<file path="config.mk">
export PLATFORM = sky130hd
export DESIGN_NAME = sync_escape_packer
export DESIGN_NICKNAME = d
export VERILOG_FILES = /design/src/rtl/sync_escape_packer.sv
export SDC_FILE = /design/constraint.sdc
export NUM_CORES = 1
export LEC_CHECK = 0
export CAP_MARGIN = 20
export CORE_MARGIN = 5
export CORE_UTILIZATION = 36
export CTS_BUF_LIST = sky130_fd_sc_hd__clkbuf_2 sky130_fd_sc_hd__clkbuf_4 sky130_fd_sc_hd__clkbuf_8
export DETAILED_ROUTE_END_ITERATION = 12
export DONT_BUFFER_PORTS = 1
export PLACE_DENSITY = 0.62
export SLEW_MARGIN = 20
export SYNTH_ARGS = -nofsm -noshare
export SYNTH_HDL_FRONTEND = slang
export SYNTH_SLANG_ARGS = --single-unit
</file>
<file path="constraint.sdc">
create_clock -name clk -period 5.4 [get_ports clk]
set_input_delay 0.81 -clock clk [delete_from_list [all_inputs] [get_ports clk]]
set_output_delay 0.81 -clock clk [all_outputs]
set_load 0.02 [all_outputs]
</file>
<file path="src/rtl/sync_escape_packer.sv">
module sync_escape_packer #(
  parameter bit         PAIR_EN = 1'b1,
  parameter logic [7:0] ESC     = 8'h19
) (
  input  logic       clk,
  input  logic       rst_n,
  input  logic       in_valid,
  input  logic [7:0] in_data,
  output logic       in_ready,
  input  logic       flush,
  output logic       out_valid,
  output logic [7:0] out_data,
  input  logic       out_ready
);
  localparam logic [7:0] HI  = ESC | 8'h80;
  localparam logic [7:0] XON = 8'h11;
  localparam logic [7:0] XOF = 8'h13;

  function automatic logic is_res(input logic [7:0] b);
    return (b == ESC) || (b == HI) || (b == XON) || (b == XOF);
  endfunction

  function automatic logic [1:0] rank(input logic [7:0] b);
    if (b == ESC) return 2'd0;
    if (b == HI)  return 2'd1;
    if (b == XON) return 2'd2;
    return 2'd3;
  endfunction

  function automatic logic [7:0] one_code(input logic [1:0] r);
    case (r)
      2'd0:    return 8'h5C;
      2'd1:    return 8'h76;
      2'd2:    return 8'hA0;
      default: return 8'hA1;
    endcase
  endfunction

  function automatic logic [7:0] two_code(input logic [1:0] a, input logic [1:0] b);
    logic [7:0] col;
    if (a == b) begin
      case (a)
        2'd0:    return 8'h5D;
        2'd1:    return 8'h77;
        2'd2:    return 8'hA2;
        default: return 8'hA3;
      endcase
    end
    col = (b < a) ? {6'd0, b} : ({6'd0, b} - 8'd1);
    return 8'hA4 + {6'd0, a} * 8'd3 + col;
  endfunction

  logic       hold_v;
  logic [7:0] hold_b;
  logic [1:0] ob_cnt;
  logic [7:0] ob0, ob1;

  logic room, in_res, take, park, rel_pair, rel_one, esc_in, plain_in;

  assign room     = (ob_cnt == 2'd0) || (ob_cnt == 2'd1 && out_ready);
  assign in_res   = is_res(in_data);
  assign in_ready = room && (!hold_v || (in_res && !flush));
  assign take     = in_valid && in_ready;
  assign rel_pair = hold_v && take;
  assign rel_one  = hold_v && !take && room && (flush || in_valid);
  assign park     = !hold_v && take && in_res && PAIR_EN && !flush;
  assign esc_in   = !hold_v && take && in_res && !park;
  assign plain_in = !hold_v && take && !in_res;

  assign out_valid = (ob_cnt != 2'd0);
  assign out_data  = ob0;

  always_ff @(posedge clk) begin
    if (!rst_n) begin
      hold_v <= 1'b0;
      hold_b <= 8'h00;
      ob_cnt <= 2'd0;
      ob0    <= 8'h00;
      ob1    <= 8'h00;
    end else begin
      if (park) begin
        hold_v <= 1'b1;
        hold_b <= in_data;
      end else if (rel_pair || rel_one) begin
        hold_v <= 1'b0;
      end

      if (rel_pair) begin
        ob_cnt <= 2'd2;
        ob0    <= ESC;
        ob1    <= two_code(rank(hold_b), rank(in_data));
      end else if (rel_one) begin
        ob_cnt <= 2'd2;
        ob0    <= ESC;
        ob1    <= one_code(rank(hold_b));
      end else if (esc_in) begin
        ob_cnt <= 2'd2;
        ob0    <= ESC;
        ob1    <= one_code(rank(in_data));
      end else if (plain_in) begin
        ob_cnt <= 2'd1;
        ob0    <= in_data;
      end else if (out_valid && out_ready) begin
        ob_cnt <= ob_cnt - 2'd1;
        ob0    <= ob1;
      end
    end
  end

  AST_OUT_HOLD: assert property (@(posedge clk) disable iff (!rst_n)
    out_valid && !out_ready |=> out_valid && $stable(out_data));

  AST_FULL_BLOCKS_IN: assert property (@(posedge clk) disable iff (!rst_n)
    ob_cnt == 2'd2 |-> !in_ready);

  AST_CODE_AFTER_ESC: assert property (@(posedge clk) disable iff (!rst_n)
    out_valid && out_ready && ob_cnt == 2'd2 |=>
      out_valid && ((out_data inside {8'h5C, 8'h5D, 8'h76, 8'h77}) ||
                    (out_data >= 8'hA0 && out_data <= 8'hAF)));

  AST_FLUSH_RELEASE: assert property (@(posedge clk) disable iff (!rst_n)
    hold_v && flush && room |=> ob_cnt == 2'd2 && ob0 == ESC && !hold_v);

  AST_LONE_PLAIN: assert property (@(posedge clk) disable iff (!rst_n)
    out_valid && ob_cnt == 2'd1 |-> !is_res(out_data));

  AST_RELEASE_BEFORE_PLAIN: assert property (@(posedge clk) disable iff (!rst_n)
    hold_v && in_valid && !is_res(in_data) |-> !in_ready);
endmodule

</file>
==> flow_summary.ini, run 1 <==
[synthesis]
yosysSeqAreaShare_pct = 31.5
synth_area_leader_cell = dfxtp_1
yosysUniqueCellTypes = 49
ys_top_cells_by_area = dfxtp_1 31%, ha_1 12%, mux2i_1 4.7%
syn-num-nets = 222
synth_edf_count = 0
synth.most_common_cell = dfxtp_1
avgSynthCellArea_sq_um = 9.03
netlist_top_cells_count = 27 x dfxtp_1, 18 x nor2_1, 17 x ha_1
ys_warn_count = 0
ys_async_sr_fraction_pct = 0
netlist_area_sq_um = 1720
syn_inst = 190
synth_flop_cell = dfxtp_1
synth_seq_cells = 27
synth_top_area_share_pct = 31.5

[timing]
setup_tns_ns = 0
period_needed_ns = 4.31
finClkSkew_ns = 0.00363
period_share_pct = 79.8
slew_viol_final = 0
fmax_mhz = 232
tightest_slew_ns = 0.668
rsz0062_at_grt = no
hold_viol = 0
setup_viol = 0
slew-limit-headroom_pct = 55.3

[detailed_routing]
drtIter0Drc = 136
met3_length_um = 175
firstDrtPassIters = 4
routed_wl_um = 3980
wl_met1_um = 1970
viasPerCell = 5.64
dr_wl_met2_um = 1840
ant_nets = 0
vias = 1365
highest_layer = met3
wire_per_inst_um = 16.4
remaining_drc_errors = 0

[global_routing]
grt.overflow.total = 0
grtUsageTotal_pct = 13.1
grt_pass1_wl_um = 6570
antenna_found_initial = 0
grt_pass1_vias = 1307
grt_max_degree = 17

[clock_tree]
cts.path.max_buffers = 2
cts_tree = yes
cts_resized = 0
hold_buffers = 0
cts_sinks = 27
clk_pin_slew_ns = 0.09
clock_latency_ns = 0.27
cts_setup_buffers = 0
cts_made_buffers = 3
clock-root-buffer = clkbuf_8
ctsHtreeMaxLevel = 1

[setup_path]
required_ns = 5.57
crit_start = hold_b[0]
critPathLaunchType = flip-flop
rr_startpoint = hold_b[0]
crit_type = reg2reg
critPathMaxFanout = 7
path_buf_inv = 2
end_kind = flip-flop
cpMaxStageDelayCell = nor3b_1
max_stage_delay_ns = 0.51
cp.arrival_ns = 4.48
path_delay_family = simple AND/OR/NAND/NOR gates
path_cells = nor4bb_1, nand3_1, inv_1, ha_1, nor2b_1, nor2_1, nor3b_1, inv_1, fa_1, ha_1, a311oi_1, xor2_1, a31oi_1, a32o_1

[pwr]
p_per_area_nw_per_um2 = 225
vdd_drop_max_mv = 0.0846
leakage_nw = 0.747

[job]
maxCapViolations = 0

[placement]
gp_congestion = 0.774
port_buffers = 0
dpl.hpwl_um = 3060

[hold_path]
hold_class = reg2reg
hold_start = hold_b[3]

[floorplan]
num_rows = 25
die_h_um = 79.1
io_pins = 23
die_x_um = 79.1
initial_utilization_pct = 36.8
die_area_sq_um = 6250
core_area_sq_um = 4660

[finish]
num-nets-final = 221
fin_util_pct = 38.6
drive_gt1_share_pct = 7.45
nFillCells = 480
diodes = 0
syn2layout_area_growth_pct = 4.81

[run_status]
status = completed
-- power by group --
part | switching, mW | internal (mW)
Clock | 0.0601 | 0.0578
Sequential | 0.0145 | 0.208
Combinational | 0.0394 | 0.0245
-- worst min-delay path, cell delays in order, from the launching register on --
cell     delay [ns]
dfxtp_1        0.32
nand2_1        0.05
a21oi_1        0.05
-- layer usage --
layer,vias up,global-route usage [%]
met5,-,0
met4,0,3.61
met3,0,2.15
met2,31,21.3
met1,642,17.8
li1,692,-
-- registers in the layout, summed over array words and instances (netlist names) --
signal and flops:
hold_v 1, ob_cnt 2, out_data 8, ob1 8, hold_b 8
-- final timing paths --
check                                  to  slack [ns]  cells after the start
worst min-delay path            hold_b[3]        0.46                      2
worst max register to register     ob1[5]        1.09                     14
worst max-delay path               ob1[5]        1.09                     14
worst min register to register  hold_b[3]        0.46                      2
-- cell usage in the layout, fill, tap and decap left out, types with 3 or more instances in the layout --
master / n
dfxtp_1: 27
nor2_1: 18
ha_1: 17
nand2_1: 16
a21oi_1: 13
inv_1: 12
mux2i_1: 8
a211oi_1: 7
nand3_1: 5
o21ai_0: 5
and3_1: 3
mux2_2: 3
o211ai_1: 3
a22o_1: 3
a311oi_1: 3
clkbuf_8: 3
-- logic make-up (layout without fill, tap and decap cells) --
logic type	count (synthesis)	count (layout)	share of synthesized area, %
compound gates	51	51	21.5
xor+xnor	3	3	1.53
fa+ha+maj	19	19	14.7
buf+inv	18	16	4.59
flops	27	27	31.5
mux	12	12	7.51
simple gates	60	60	18.7
-- per-stage QoR --
step / hold WS, ns / setup WS [ns] / cell area (sq um) / power [mW] / cells
after floorplan: 0.431 / 1.29 / 1720 / 0.282 / 190
after global placement: 0.445 / 1.08 / 1750 / 0.292 / 238
after detailed placement: 0.449 / 0.941 / 1750 / 0.292 / 238
after CTS: 0.464 / 1.09 / 1800 / 0.410 / 242
after global routing: 0.482 / 0.761 / 1800 / 0.422 / 242
final: 0.464 / 1.09 / 1800 / 0.405 / 242
-- layout make-up --
cell class | count | area [sq um] | area share, %
Tap cell | 54 | 67.6 | 3.76
Multi-Input combinational cell | 145 | 1100 | 61.0
Inverter | 12 | 45.0 | 2.50
Clock buffer | 4 | 48.8 | 2.71
Sequential cell | 27 | 541 | 30.0
No activity file was read; power rests on OpenSTA's default activity.
==> run 2, diff against run 1 <==
--- a/config.mk
+++ b/config.mk
@@ -5,6 +5,7 @@
 export SDC_FILE = /design/constraint.sdc
 export NUM_CORES = 1
 export LEC_CHECK = 0
+export ABC_AREA = 1
 export CAP_MARGIN = 20
 export CORE_MARGIN = 5
 export CORE_UTILIZATION = 36
==> constraint.sdc (replaced) <==
create_clock -name clk -period 4.4 [get_ports clk]
set_input_delay 0.66 -clock clk [delete_from_list [all_inputs] [get_ports clk]]
set_output_delay 0.66 -clock clk [all_outputs]
set_load 0.02 [all_outputs]
==> run 2 against run 1 <==
  * Wire length increased by 3.7%
  * Register-to-register slack worse by 0.26 ns
  * Cell area up 10%
  * Count of clock-buffer cells in the layout fell by 1
  * Sequential share of layout area shrank 2.7 points
  * Synthesized cell count is 29% higher
  * Critical path type unchanged
==> flow_summary.ini, run 2 <==
[synthesis]
ys_async_sr_fraction_pct = 0
syn-num-nets = 278
synth.most_common_cell = nand2_1
netlist_area_sq_um = 1850
yosysUniqueCellTypes = 30
synth_edf_count = 0
ys_top_cells_by_area = dfxtp_1 29%, ha_1 12%, nand2_1 9.2%
netlist_top_cells_count = 45 x nand2_1, 32 x inv_1, 27 x dfxtp_1
yosysSeqAreaShare_pct = 29.3
avgSynthCellArea_sq_um = 7.50
synth_seq_cells = 27
synth_flop_cell = dfxtp_1
synth_area_leader_cell = dfxtp_1
synth_top_area_share_pct = 29.3
ys_warn_count = 0
syn_inst = 246

[timing]
setup_tns_ns = 0
rsz0062_at_grt = no
layout_setup_ws_ns = 0.831
slew-limit-headroom_pct = 55.8
hold_viol = 0
setup_viol = 0
finClkSkew_ns = 0.00463
fmax_mhz = 280
slew_viol_final = 0
period_share_pct = 81.1
tightest_slew_ns = 0.656
period_needed_ns = 3.57

[floorplan]
initial_utilization_pct = 36.6
die_area_sq_um = 6660
io_pins = 23
core_area_sq_um = 5040
num_rows = 26
die_h_um = 81.6
die_x_um = 81.6

[global_routing]
grt.overflow.total = 0
antenna_found_initial = 0
grt_pass1_vias = 1491
grtUsageTotal_pct = 13.4
grt_max_degree = 17
grt_pass1_wl_um = 7040

[setup_path]
path_delay_family = adder cells
ff2ff_path_depth = 21
cp.depth = 21
max_stage_delay_ns = 0.42
path_buf_inv = 4
cp-endpoint = ob1[5]
end_kind = flip-flop
path_cells = inv_1, nor4_1, nand2_1, nor2_1, inv_1, ha_1, inv_1, a21oi_1, nor2_1, a21oi_1, fa_1, inv_1, fa_1, ha_1, nand3_1, nand2_1, a21oi_1, o21ai_0, a21oi_1, nand2_1, nand2_1
rr_startpoint = hold_b[0]
crit_start = hold_b[0]
cp.arrival_ns = 3.80
crit_type = reg2reg
required_ns = 4.63
r2r-end = ob1[5]
critPathMaxFanout = 5
critPathLaunchType = flip-flop
timing.reg2reg.setup_slack_ns = 0.83
cpMaxStageDelayCell = nor2_1

[clock_tree]
cts_resized = 0
ctsHtreeMaxLevel = 1
clock-root-buffer = clkbuf_8
cts_setup_buffers = 0
hold_buffers = 0
cts_tree = yes
cts_sinks = 27
clock_latency_ns = 0.28
clk_pin_slew_ns = 0.10
cts.path.max_buffers = 2
cts_made_buffers = 3

[finish]
most-common-layout-cells = 45 x nand2_1, 32 x inv_1, 27 x dfxtp_1, 24 x nand3_1, 21 x nor2_1
layout_commonest_cell = nand2_1
num-nets-final = 282
diodes = 0
largestRegisters = hold_b (8), ob1 (8), out_data (8)
fin_util_pct = 39.3
nFillCells = 543
syn2layout_area_growth_pct = 7.25
drive_gt1_share_pct = 13.7

[detailed_routing]
vias = 1530
firstDrtPassIters = 4
routed_wl_um = 4130
ant_nets = 0
remaining_drc_errors = 0
wire_per_inst_um = 12.9
viasPerCell = 4.80
drtIter0Drc = 94

[hold_path]
hold_class = reg2reg
holdPathStages = 2

[pwr]
p_per_area_nw_per_um2 = 274
leakage_nw = 0.897
vdd_drop_max_mv = 0.105

[placement]
dp_slack_ns = 0.575
port_buffers = 0
gp_congestion = 0.836
dpl.hpwl_um = 3330

[job]
maxCapViolations = 0

[run_status]
status = completed
[run 2: changes by cell type after synthesis, moves of 5 or more]
cell / before / now
nor2_4: 0 / 5
nand4_1: 0 / 6
a211oi_1: 7 / 0
mux2i_1: 8 / 0
nand2_2: 0 / 9
inv_1: 12 / 32
nand2_1: 16 / 45
nand3_1: 5 / 24
[run 2: worst min-delay path by stage]
| stage | startpoint | end |
|---|---|---|
| floorplan | ob1[4] | ob1[4] |
| finish | ob1[4] | ob1[4] |
| CTS | ob1[0] | ob1[0] |
| detailed placement | ob1[0] | ob1[0] |
| global placement | ob1[4] | ob1[4] |
| global route | hold_b[3] | hold_b[3] |
[run 2: cells by family (layout without fill, tap and decap cells)]
| kind of cell | count (synthesis) | after routing | synth area share, % |
|---|---|---|---|
| AOI/OAI and AO/OA | 35 | 35 | 11.1 |
| and+or+nand+nor | 125 | 125 | 37.3 |
| adders and majority gates | 19 | 19 | 13.7 |
| DFF | 27 | 27 | 29.3 |
| xor gates and xnor gates | 1 | 1 | 0.475 |
| buffers and inverters | 39 | 42 | 8.14 |
[run 2: per-stage QoR]
step	cell area [sq um]	power [mW]	instances	hold WS [ns]
after global routing	1980	0.575	319	0.479
after floorplan	1850	0.378	246	0.426
after global placement	1930	0.401	315	0.444
after CTS	1980	0.550	319	0.465
final	1980	0.542	319	0.462
after detailed placement	1930	0.401	315	0.446
[run 2: layout make-up]
type	instances	area [sq um]	area share, %
multi-input combinational	180	1150	58.3
sequential	27	541	27.3
inverter	37	140	7.08
tap	70	87.6	4.42
clock buffer	3	41.3	2.09
clock inverter	1	7.51	0.379
timing repair buffer	1	7.51	0.379
[run 2: power breakdown]
| part | switching (mW) | total (mW) | internal [mW] |
|---|---|---|---|
| Sequential | 0.0228 | 0.282 | 0.259 |
| Clock | 0.0834 | 0.148 | 0.0644 |
| Combinational | 0.0822 | 0.113 | 0.0303 |
[run 2: worst register-to-register path: cells and delay by family (launching register included)]
kind,cells,cell delay (ns)
adder cells (fa/ha/maj),4,1.23
AND/OR/NAND/NOR,8,1.11
AO/OA/AOI/OAI,5,0.54
buffers and inverters,4,0.35
flip-flops,1,0.32
[run 2: metal layers]
layer | wire, um | global-route usage [%]
met4 | 34 | 4.49
met2 | 1940 | 23.2
met1 | 1940 | 17.4
met5 | 0 | 0
met3 | 212 | 1.21
==> run 3, diff against run 2 <==
==> constraint.sdc (replaced) <==
create_clock -name clk -period 3.6 [get_ports clk]
set_input_delay 0.54 -clock clk [delete_from_list [all_inputs] [get_ports clk]]
set_output_delay 0.54 -clock clk [all_outputs]
set_load 0.02 [all_outputs]
==> run 3 against run 2 <==
  * Global-route usage increased by 0.33 points
  * Sequential cell count unchanged
  * Die area unchanged
  * Core utilization rose by 0.99 points
  * Via count increased by 2.3%
  * Setup slack got worse by 0.50 ns
  * Sequential share of layout area fell by 0.67 points
  * Critical path depth fell by 1
  * Cell area rose by 2.5%
  * Clock power up 18%
  * Largest cell class unchanged
  * Largest power group unchanged
  * Highest routed layer unchanged
==> flow_summary.ini, run 3 (synthesis results as in run 2) <==
[clock_tree]
cts_resized = 0
cts_sinks = 27
cts_setup_buffers = 0
ctsHtreeMaxLevel = 1
clk_pin_slew_ns = 0.09
cts.path.max_buffers = 2
cts_made_buffers = 3
hold_buffers = 0
cts_tree = yes
clock-root-buffer = clkbuf_8
clock_latency_ns = 0.27

[setup_path]
cp.depth = 20
cpMostUsedCell = nand2_1
path_buf_inv = 3
required_ns = 3.82
cp.arrival_ns = 3.49
cpMaxStageDelayCell = fa_1
crit_type = in2reg
critPathMaxFanout = 3
ff2ff_path_depth = 17
path_cells = inv_1, nand2_2, nor2_4, nand2_1, nand2_1, inv_1, ha_1, a21oi_2, a21oi_1, fa_1, inv_1, fa_1, ha_1, nand3_1, nand2_1, a21oi_1, o21ai_0, a21oi_1, nand2_1, nand2_1
path_delay_family = adder cells
end_kind = flip-flop
critPathLaunchType = input pin
max_stage_delay_ns = 0.40

[pwr]
leakage_nw = 0.917
vdd_drop_max_mv = 0.135
p_per_area_nw_per_um2 = 324
p_total_mw = 0.657

[detailed_routing]
firstDrtPassIters = 4
wire_per_inst_um = 12.8
routed_wl_um = 4140
vias = 1565
ant_nets = 0
viasPerCell = 4.85
remaining_drc_errors = 0
drtIter0Drc = 52

[floorplan]
initial_utilization_pct = 36.6
num_rows = 26
core_area_sq_um = 5040
io_pins = 23
die_x_um = 81.6
die_area_sq_um = 6660
die_h_um = 81.6

[timing]
finClkSkew_ns = 0.00147
slew-limit-headroom_pct = 63.7
period_share_pct = 90.8
tightest_slew_ns = 0.544
rsz0062_at_grt = no
fmax_mhz = 306
setup_tns_ns = 0
setup_viol = 0
hold_viol = 0
period_needed_ns = 3.27
slew_viol_final = 0
layout_setup_ws_ns = 0.332

[finish]
syn2layout_area_growth_pct = 9.97
final_cells = 323
largestRegisters = hold_b (8), ob1 (8), out_data (8)
most-common-layout-cells = 45 x nand2_1, 32 x inv_1, 27 x dfxtp_1, 24 x nand3_1
fin_util_pct = 40.2
drive_gt1_share_pct = 17.4
diodes = 0
num-nets-final = 286
nFillCells = 548
layout_commonest_cell = nand2_1

[global_routing]
grtUsageMet3_pct = 1.75
grt.overflow.total = 0
top_usage_layer = met2
grt_pass1_wl_um = 7320
grt_max_degree = 17
grt_use_met2_pct = 24.4
grt_pass1_vias = 1593
gr-usage-met1_pct = 17.4
antenna_found_initial = 0
grtUsageTotal_pct = 13.7

[job]
maxCapViolations = 0

[placement]
dpl.hpwl_um = 3360
dp_slack_ns = 0.0541
dpl.cell_count = 319
port_buffers = 0
gp_congestion = 0.777

[run_status]
status = completed

[hold_path]
holdPathStages = 2
hold_class = in2reg
## run 3: report_power, final
group / internal (mW) / switching, mW
sequential: 0.316 / 0.0279
clock: 0.0785 / 0.0960
combinational: 0.0374 / 0.101
total: 0.432 / 0.225
## run 3: per-layer routing
| layer | up-vias | wire (um) |
|---|---|---|
| li1 | 826 | - |
| met1 | 710 | 1890 |
| met2 | 25 | 1990 |
| met3 | 4 | 204 |
| met4 | 0 | 44 |
| met5 | - | 0 |
## run 3: worst paths after layout
kind                                 start  slack, ns      to
worst min-delay path                 rst_n       0.36  hold_v
worst min register to register      ob1[1]       0.46  ob1[1]
worst max register to register   hold_b[6]       0.35  ob1[5]
worst max-delay path            in_data[1]       0.33  ob1[5]
## run 3: metrics by stage
stage                     area, sq um  hold slack (ns)
after detailed placement         1960            0.446
after global routing             2030            0.354
after floorplan                  1850            0.426
after global placement           1960            0.445
final                            2030            0.365
after CTS                        2010            0.359
## run 3: area by class of cell
type | instances | area [sq um] | area share, %
clock buffer | 3 | 41.3 | 2.03
clock inverter | 1 | 7.51 | 0.370
inverter | 37 | 140 | 6.91
multi-input combinational | 180 | 1170 | 57.9
sequential | 27 | 541 | 26.6
tap | 70 | 87.6 | 4.32
timing repair buffer | 5 | 37.5 | 1.85
